===== config.mk =====
export PLATFORM = sky130hd
export DESIGN_NAME = lu_hazard_ctl
export DESIGN_NICKNAME = d
export VERILOG_FILES = /design/src/rtl/lu_hazard_pkg.sv /design/src/rtl/lu_src_cmp.sv /design/src/rtl/lu_stall_ctr.sv /design/src/rtl/lu_hazard_ctl.sv
export SDC_FILE = /design/constraint.sdc
export NUM_CORES = 1
export LEC_CHECK = 0
export CORE_AREA = 4 4 41 43
export DETAILED_ROUTE_END_ITERATION = 10
export DIE_AREA = 0 0 45 47
export DONT_BUFFER_PORTS = 1
export MAX_ROUTING_LAYER = met4
export PLACE_DENSITY = 0.71
export SYNTH_ARGS = -nofsm -noshare
export SYNTH_HDL_FRONTEND = slang
export SYNTH_SLANG_ARGS = --single-unit

===== constraint.sdc =====
create_clock -name clk -period 2.2 [get_ports clk]
set_clock_uncertainty 0.15 [all_clocks]
set_input_delay 0.22 -clock clk [delete_from_list [all_inputs] [get_ports clk]]
set_output_delay 0.22 -clock clk [all_outputs]
set_load 0.02 [all_outputs]

===== src/rtl/lu_hazard_pkg.sv =====
package lu_hazard_pkg;

    // Registered state of the stall controller
    typedef struct packed {
        logic stalled; // previous cycle was a stall cycle
    } lu_state_t;

endpackage


===== src/rtl/lu_src_cmp.sv =====
module lu_src_cmp #(
    parameter int REG_W = 5
) (
    input  logic [REG_W-1:0] src,
    input  logic             used,
    input  logic [REG_W-1:0] dst,
    output logic             hit
);
    always_comb begin
        hit = used && (src == dst);
    end
endmodule


===== src/rtl/lu_stall_ctr.sv =====
module lu_stall_ctr #(
    parameter int CNT_W = 8
) (
    input  logic             clk,
    input  logic             rst,
    input  logic             inc,
    output logic [CNT_W-1:0] cnt
);
    localparam logic [CNT_W-1:0] CNT_MAX = {CNT_W{1'b1}};

    typedef struct packed {
        logic [CNT_W-1:0] cnt;
    } ctr_state_t;

    ctr_state_t ctr_d, ctr_q;

    always_comb begin
        ctr_d = ctr_q;
        if (inc && (ctr_q.cnt != CNT_MAX)) begin
            ctr_d.cnt = ctr_q.cnt + 1'b1;
        end
    end

    always_ff @(posedge clk) begin
        if (rst) begin
            ctr_q <= '0;
        end else begin
            ctr_q <= ctr_d;
        end
    end

    assign cnt = ctr_q.cnt;


    cnt_step_chk: assert property (@(posedge clk) disable iff (rst)
        (inc && (cnt != CNT_MAX)) |=> (cnt == $past(cnt) + 1'b1));


    cnt_hold_chk: assert property (@(posedge clk) disable iff (rst)
        (!inc || (cnt == CNT_MAX)) |=> $stable(cnt));
endmodule


===== src/rtl/lu_hazard_ctl.sv =====
module lu_hazard_ctl
    import lu_hazard_pkg::*;
#(
    parameter int REG_W   = 5,
    parameter int NUM_SRC = 2,
    parameter int CNT_W   = 8
) (
    input  logic                     clk,
    input  logic                     rst,
    input  logic [NUM_SRC*REG_W-1:0] dec_src,
    input  logic [NUM_SRC-1:0]       dec_use,
    input  logic [REG_W-1:0]         ex_dst,
    input  logic                     ex_wen,
    input  logic                     ex_load,
    output logic                     pc_hold,
    output logic                     fd_hold,
    output logic                     ex_flush,
    output logic [CNT_W-1:0]         stall_cnt
);
    localparam logic [REG_W-1:0] ZERO_REG = '0;

    logic [NUM_SRC-1:0] src_hit;
    logic               load_live;
    logic               stall;
    lu_state_t          state_d, state_q;

    // One comparator per Decode source operand
    for (genvar i = 0; i < NUM_SRC; i++) begin : g_src
        lu_src_cmp #(.REG_W(REG_W)) u_cmp (
            .src  (dec_src[i*REG_W +: REG_W]),
            .used (dec_use[i]),
            .dst  (ex_dst),
            .hit  (src_hit[i])
        );
    end

    always_comb begin
        load_live     = ex_wen && ex_load && (ex_dst != ZERO_REG);
        stall         = !rst && load_live && (|src_hit) && !state_q.stalled;
        state_d       = state_q;
        state_d.stalled = stall;
    end

    always_ff @(posedge clk) begin
        if (rst) begin
            state_q <= '0;
        end else begin
            state_q <= state_d;
        end
    end

    assign pc_hold  = stall;
    assign fd_hold  = stall;
    assign ex_flush = stall;

    lu_stall_ctr #(.CNT_W(CNT_W)) u_ctr (
        .clk (clk),
        .rst (rst),
        .inc (stall),
        .cnt (stall_cnt)
    );


    src0_stall_chk: assert property (@(posedge clk) disable iff (rst)
        (ex_wen && ex_load && (ex_dst != ZERO_REG) && dec_use[0] &&
         (dec_src[REG_W-1:0] == ex_dst) && !$past(pc_hold)) |-> pc_hold);


    zero_dst_chk: assert property (@(posedge clk) disable iff (rst)
        (ex_dst == ZERO_REG) |-> !pc_hold);


    non_load_chk: assert property (@(posedge clk) disable iff (rst)
        !(ex_wen && ex_load) |-> !pc_hold);


    single_cycle_chk: assert property (@(posedge clk) disable iff (rst)
        pc_hold |=> !pc_hold);


    holds_equal_chk: assert property (@(posedge clk)
        (pc_hold == fd_hold) && (fd_hold == ex_flush));


    rst_quiet_chk: assert property (@(posedge clk)
        rst |-> (!pc_hold && !fd_hold && !ex_flush));
endmodule


==> summary.md, run 1 <==
| Metric | Value |
|---|---|
| Status | `completed` |
| Setup tns final | `0 ps` |
| Synthesized cell area | `653 um2` |
| Die area | `0.00212 mm2` |
| Sequential area share after synthesis | `27.6%` |
| Routed WL per cell | `15.1 um` |
| Unique masters post-synth | `29` |
| Psw | `79.1 uW` |
| Vias in the first global route | `476` |
| Die Span Y | `47 um` |
| Met3 Use GR | `7.66%` |
| Area Overhead vs Synth | `8.81%` |
| Post-synth ARST share | `0%` |
| CTS resizes | `0` |
| Slew Limit Fails | `0` |
| First-pass GRT wire length | `2.15 mm` |
| ANT cells | `0` |
| Met2 Track Usage GR | `22.0%` |
| Tot Pwr | `328 uW` |
| Crit path capture type | `flop` |
| Crit path time final | `1830 ps` |
| Total Routed Length | `1.39 mm` |
| Die width | `45 um` |
| Hold crit path type | `input port to flop` |
| TritonCTS clock tree | `done` |
| Achievable Freq | `0.545 GHz` |
| Final design utilization | `54.6%` |
| Total gr overflow | `0` |
| Mapped Avg Cell Area | `9.20 um2` |
| Pwr dens | `462 mW/mm2` |
| Layout cells sized above 1 | `20.8%` |
| Residual DRC count | `0` |
| Clock Tree Buf Depth | `2` |
| Crit path required time | `2200 ps` |
| DR pass1 iterations | `4` |
| Post-route clock period utilization | `83.4%` |
| TritonCTS buffer count | `3` |
| GRT Util Overall | `14.1%` |
| Nets | `100` |
| Core footprint | `0.00130 mm2` |
| Unrepaired setup endpoints after global routing | `no` |
| Clock latency on the worst-skew pair | `260 ps` |
| Vias | `547` |
| Synth Flop Type | `dfxtp_1` |
| HPWL after DPL | `1.08 mm` |
| Clock root buffer | `clkbuf_4` |
| Leakage Power | `0.238 nW` |
| I/O Pins | `32` |
| Detailed Route Iter0 Violations | `16` |
| Largest net degree at the start of global routing | `17` |
| Crit-path max FO | `3` |
| Slew HR | `54.9%` |
| Top cell types by occurrence after synthesis | `dfxtp_1 (9), xor2_1 (8), a21oi_1 (5), nor2_1 (5), or4_1 (5)` |
| CTS HTree Levels | `1` |
| Met1 Track Usage GR | `16.9%` |
| Clock sinks | `9` |
| Arrival time worst endpoint | `1840 ps` |
| Peak supply drop | `0.342 mV` |
| Crit start category | `flop` |
| Worst-margin pin slew | `677 ps` |
| GRT busiest layer | `met2` |
| Leading area contributor after synthesis | `dfxtp_1` |
| Clk slew on worst S/H paths | `70 ps` |
| Setup CP Type | `flop to flop` |
| Drt via density | `5.95` |
| Initial antenna violation count | `0` |
| FF+latch count, synth | `9` |
| Mapped Nets | `93` |
| Standard-cell row count | `13` |
| YS warnings | `0` |
| Flop pwr share | `49.7%` |
| Int Power | `249 uW` |
| Clock power frac | `40.0%` |
| Final setup vio count | `0` |
| Synth area leaders | `dfxtp_1 (28%), xor2_1 (11%), or4_1 (5.7%)` |
| Endpoints failing hold | `0` |
| Starting Density | `50.2%` |
| Gate power share | `10.3%` |
| Port buffer count | `0` |
| EDFF count, synth | `0` |
| Antenna viol nets, final | `0` |
| Switching Share | `24.1%` |
| Fillcell total | `133` |
| Most frequent cell after synthesis | `dfxtp_1` |
| Max-Cap Viols | `0` |
| Top cell type's share of synthesized area | `27.6%` |
| Synth Instances | `71` |
| Gpl congestion | `0.726` |
[path summary, 6_finish.rpt]
path,depth (start not counted),end,startpoint,slack (ps)
max,5,u_ctr.cnt[6]$_SDFFE_PP0P_,u_ctr.cnt[0]$_SDFFE_PP0P_,370
min,2,state_q$_SDFF_PP0_,ex_dst[0],20
max reg2reg,5,u_ctr.cnt[6]$_SDFFE_PP0P_,u_ctr.cnt[0]$_SDFFE_PP0P_,370
min reg2reg,2,u_ctr.cnt[1]$_SDFFE_PP0P_,u_ctr.cnt[1]$_SDFFE_PP0P_,460
[layout by cell type, fill, tap and decap left out, drive strengths merged, types with 3 or more instances in the layout]
cell type  n
dfxtp      9
xor2       8
buf        6
or4        5
nor2       5
a21oi      5
nand3      4
o31ai      4
clkbuf     4
nand2      3
nor4       3
[repair_timing]
action | 4_1_cts | 5_1_grt
hold buffers | 1 | 0
endpoints found under the hold margin | 6 | 0
buffers inserted | 0 | 0
[cell type report]
type | instances | area [um2] | area share (%)
clock buffer | 4 | 26.3 | 3.70
multi-input combinational | 55 | 423 | 59.5
tap | 15 | 18.8 | 2.64
sequential | 9 | 180 | 25.4
timing repair buffer | 7 | 55.1 | 7.75
inverter | 2 | 7.51 | 1.06
[cells by family (layout without fill, tap and decap cells)]
logic type | count (synthesis) | in the layout | synth area share (%)
compound gates | 14 | 14 | 17.6
xor+xnor | 10 | 10 | 13.4
fa+ha+maj | 1 | 1 | 1.92
buf+inv | 7 | 13 | 7.66
flops | 9 | 9 | 27.6
mux | 2 | 2 | 4.60
simple gates | 28 | 28 | 27.2
[through the flow]
step / std cells / setup WS (ps) / hold slack [ps] / area, um2
after floorplan: 71 / 218 / 256 / 653
after global placement: 87 / 251 / 141 / 674
after detailed placement: 87 / 221 / 142 / 674
after CTS: 92 / 346 / 15.8 / 711
after global routing: 92 / 235 / 29.1 / 711
final: 92 / 366 / 18.4 / 711
[worst max-delay path: stages, from the launching register on]
cell     delay [ps]
dfxtp_1         340
ha_1            190
nand2_1          50
or2_1           270
or4b_1          480
o221a_1         230
[power groups by stage]
stage	combinational [mW]	sequential, mW	clock [mW]
floorplan	0.0324	0.167	0
global placement	0.0300	0.167	0
detailed placement	0.0311	0.167	0
CTS	0.0341	0.163	0.135
global route	0.0374	0.163	0.144
finish	0.0340	0.163	0.131
[per-layer routing]
metal / vias to the layer above / part of all wire [%] / wire length [um]
met1: 256 / 42 / 586
met3: 0 / 8.4 / 117
li1: 273 / - / -
met5: - / 0 / 0
met2: 18 / 49 / 687
met4: 0 / 0 / 0
[flip-flops by register name, indices dropped and copies added (netlist names)]
| signal | cells |
|---|---|
| u_ctr.cnt | 8 |
| state_q | 1 |
No activity file was read; power rests on OpenSTA's default activity.
==> run 2: changes to the inputs <==
--- a/config.mk
+++ b/config.mk
@@ -10,7 +10,7 @@
 export DIE_AREA = 0 0 45 47
 export DONT_BUFFER_PORTS = 1
 export MAX_ROUTING_LAYER = met4
-export PLACE_DENSITY = 0.71
+export PLACE_DENSITY = 0.73
 export SYNTH_ARGS = -nofsm -noshare
 export SYNTH_HDL_FRONTEND = slang
 export SYNTH_SLANG_ARGS = --single-unit
==> constraint.sdc (replaced) <==
create_clock -name clk -period 1.6 [get_ports clk]
set_clock_uncertainty 0.15 [all_clocks]
set_input_delay 0.16 -clock clk [delete_from_list [all_inputs] [get_ports clk]]
set_output_delay 0.16 -clock clk [all_outputs]
set_load 0.02 [all_outputs]
==> summary.md, run 2 (same netlist as run 1, synthesis figures left out) <==
| Metric | Value |
|---|---|
| Status | `finished with violations (was completed)` |
| Failing checks | `setup timing` |
| Routed WL per cell | `15.5 um (was 15.1 um)` |
| Largest register FFs | `8 (unchanged)` |
| Most frequent cells in the layout | `buf_4 (16), xor2_1 (7) (was dfxtp_1 (9), xor2_1 (8), buf_4 (6))` |
| Clock root buffer | `clkbuf_4 (unchanged)` |
| Crit start category | `flop (unchanged)` |
| Initial antenna violation count | `0 (unchanged)` |
| Crit path time final | `1750 ps (was 1830 ps)` |
| Clock sinks | `9 (unchanged)` |
| Crit-path max FO | `10 (was 3)` |
| Worst-margin pin slew | `392 ps (was 677 ps)` |
| I/O Pins | `32 (unchanged)` |
| PnR worst setup slack | `-153 ps (was 366 ps)` |
| Gate power share | `13.8% (was 10.3%)` |
| DR top layer | `met4 (was met3)` |
| Leakage Power | `0.304 nW (was 0.238 nW)` |
| Nets | `112 (was 100)` |
| Core footprint | `0.00130 mm2 (unchanged)` |
| Area after DPL | `795 um2 (was 674 um2)` |
| Vias | `587 (was 547)` |
| ANT cells | `0 (unchanged)` |
| Gpl congestion | `0.826 (was 0.726)` |
| Crit path capture type | `flop (unchanged)` |
| Vias in the first global route | `557 (was 476)` |
| HPWL after DPL | `1.20 mm (was 1.08 mm)` |
| Post-Route M1 WL | `637 um (was 586 um)` |
| Area Overhead vs Synth | `37.2% (was 8.81%)` |
| Antenna viol nets, final | `0 (unchanged)` |
| Met2 wire length | `837 um (was 687 um)` |
| Achievable Freq | `0.570 GHz (was 0.545 GHz)` |
| Endpoints failing hold | `0 (unchanged)` |
| Setup tns final | `-812 ps (was 0 ps)` |
| Total Routed Length | `1.61 mm (was 1.39 mm)` |
| Clock power frac | `39.6% (was 40.0%)` |
| TritonCTS clock tree | `done (unchanged)` |
| Slew HR | `73.8% (was 54.9%)` |
| Slew Limit Fails | `0 (unchanged)` |
| Int Power | `351 uW (was 249 uW)` |
| Final instance area | `896 um2 (was 711 um2)` |
| Final setup vio count | `10 (was 0)` |
| First-pass GRT wire length | `2.30 mm (was 2.15 mm)` |
| Max-Cap Viols | `0 (unchanged)` |
| Met3 WL | `100 um (was 117 um)` |
| Die Span Y | `47 um (unchanged)` |
| Arrival time worst endpoint | `1810 ps (was 1840 ps)` |
| Layout cells sized above 1 | `50.6% (was 20.8%)` |
| Clk slew on worst S/H paths | `60 ps (was 70 ps)` |
| Fillcell total | `117 (was 133)` |
| Starting Density | `50.2% (unchanged)` |
| Crit path cell chain | `and4bb_1 -> o21ai_4 -> o21bai_4 -> or4_1 -> a21oi_2 (was ha_1 -> nand2_1 -> or2_1 -> or4b_1 -> o221a_1)` |
| Crit-path slowest cell | `or4_1 (was or4b_1)` |
| Clock latency on the worst-skew pair | `270 ps (was 260 ps)` |
| Unrepaired setup endpoints after global routing | `yes (was no)` |
| Crit-path max cell delay | `510 ps (was 480 ps)` |
| Setup CP Type | `flop to flop (unchanged)` |
| Flop pwr share | `46.5% (was 49.7%)` |
| Port buffer count | `0 (unchanged)` |
| Drt via density | `5.64 (was 5.95)` |
| Post-route clock period utilization | `110% (was 83.4%)` |
| TritonCTS buffer count | `3 (unchanged)` |
| CTS HTree Levels | `1 (unchanged)` |
| GRT Util Overall | `15.6% (was 14.1%)` |
| Residual DRC count | `0 (unchanged)` |
| Clock Tree Buf Depth | `2 (unchanged)` |
| Total gr overflow | `0 (unchanged)` |
| CP top delay family | `simple AND/OR/NAND/NOR gates (unchanged)` |
| Crit path buf inv count | `0 (unchanged)` |
| Detailed Route Iter0 Violations | `5 (was 16)` |
| Crit path required time | `1660 ps (was 2200 ps)` |
| DR pass1 iterations | `2 (was 4)` |
| Psw | `124 uW (was 79.1 uW)` |
| Switching Share | `26.1% (was 24.1%)` |
| Most common cell after layout, fill and taps aside | `buf_4 (was dfxtp_1)` |
| Hold crit path type | `input port to flop (unchanged)` |
| Die area | `0.00212 mm2 (unchanged)` |
| Peak supply drop | `0.308 mV (was 0.342 mV)` |
| Pwr dens | `530 mW/mm2 (was 462 mW/mm2)` |
| Standard-cell row count | `13 (unchanged)` |
| Largest net degree at the start of global routing | `11 (was 17)` |
| Tot Pwr | `475 uW (was 328 uW)` |
| Die width | `45 um (unchanged)` |
## run 2: cell count changes in the layout (fill, tap and decap cells not counted), moves of 2 or more
cell / previous run / this run
nor2_1: 5 / 3
dfxtp_1: 9 / 4
buf_4: 6 / 16
dfxtp_2: 0 / 3
dfxtp_4: 0 / 2
a21oi_2: 0 / 4
a21oi_1: 5 / 1
## run 2: layer usage
metal,track usage [%],up-vias
met5,-,-
met4,3.51,0
met2,27.7,12
met3,6.90,5
li1,-,295
met1,15.7,275
## run 2: cell type report
type | instances | area (um2) | share of cell area, %
multi-input cells | 55 | 490 | 54.7
flip-flops and latches | 9 | 191 | 21.4
repair buffers | 19 | 161 | 18.0
clock buffers | 4 | 26.3 | 2.93
well taps | 15 | 18.8 | 2.09
inverters | 2 | 7.51 | 0.838
## run 2: worst paths after layout
kind / from / to / slack [ps] / depth (start not counted)
worst max-delay path: state_q$_SDFF_PP0_ / u_ctr.cnt[3]$_SDFFE_PP0P_ / -150 / 5
worst min-delay path: rst / u_ctr.cnt[1]$_SDFFE_PP0P_ / 1 / 2
worst max register to register: state_q$_SDFF_PP0_ / u_ctr.cnt[3]$_SDFFE_PP0P_ / -150 / 5
worst min register to register: u_ctr.cnt[7]$_SDFFE_PP0P_ / u_ctr.cnt[7]$_SDFFE_PP0P_ / 390 / 2
## run 2: stage by stage
step	utilization, %	cells	setup slack, ps	hold slack [ps]
6_report	68.8	104	-153	1.44
5_1_grt	68.8	104	-208	22.1
4_1_cts	65.4	102	-129	8.46
3_3_place_gp	61.1	96	-160	74.4
3_5_place_dp	61.1	96	-196	75.1
2_1_floorplan	-	71	-183	177
## run 2: what timing repair did
action,CTS,global route
setup endpoints to repair,10,11
buffers inserted,1,2
hold buffers,1,0
cloned,0,0
resized for setup,3,7
hold endpoints to repair,7,0
pin swaps,2,4
## run 2: power by group through the flow
stage	Sequential, mW	Combinational (mW)	Clock (mW)
2_1_floorplan	0.227	0.0476	0
3_3_place_gp	0.226	0.0486	0
3_5_place_dp	0.226	0.0501	0
4_1_cts	0.221	0.0583	0.187
5_1_grt	0.221	0.0718	0.201
6_report	0.221	0.0657	0.188
## run 2: worst reg2reg max path, stage by stage, from the launching register on
cell and delay [ps]:
dfxtp_1 300, and4bb_1 290, o21ai_4 90, o21bai_4 230, or4_1 510, a21oi_2 120
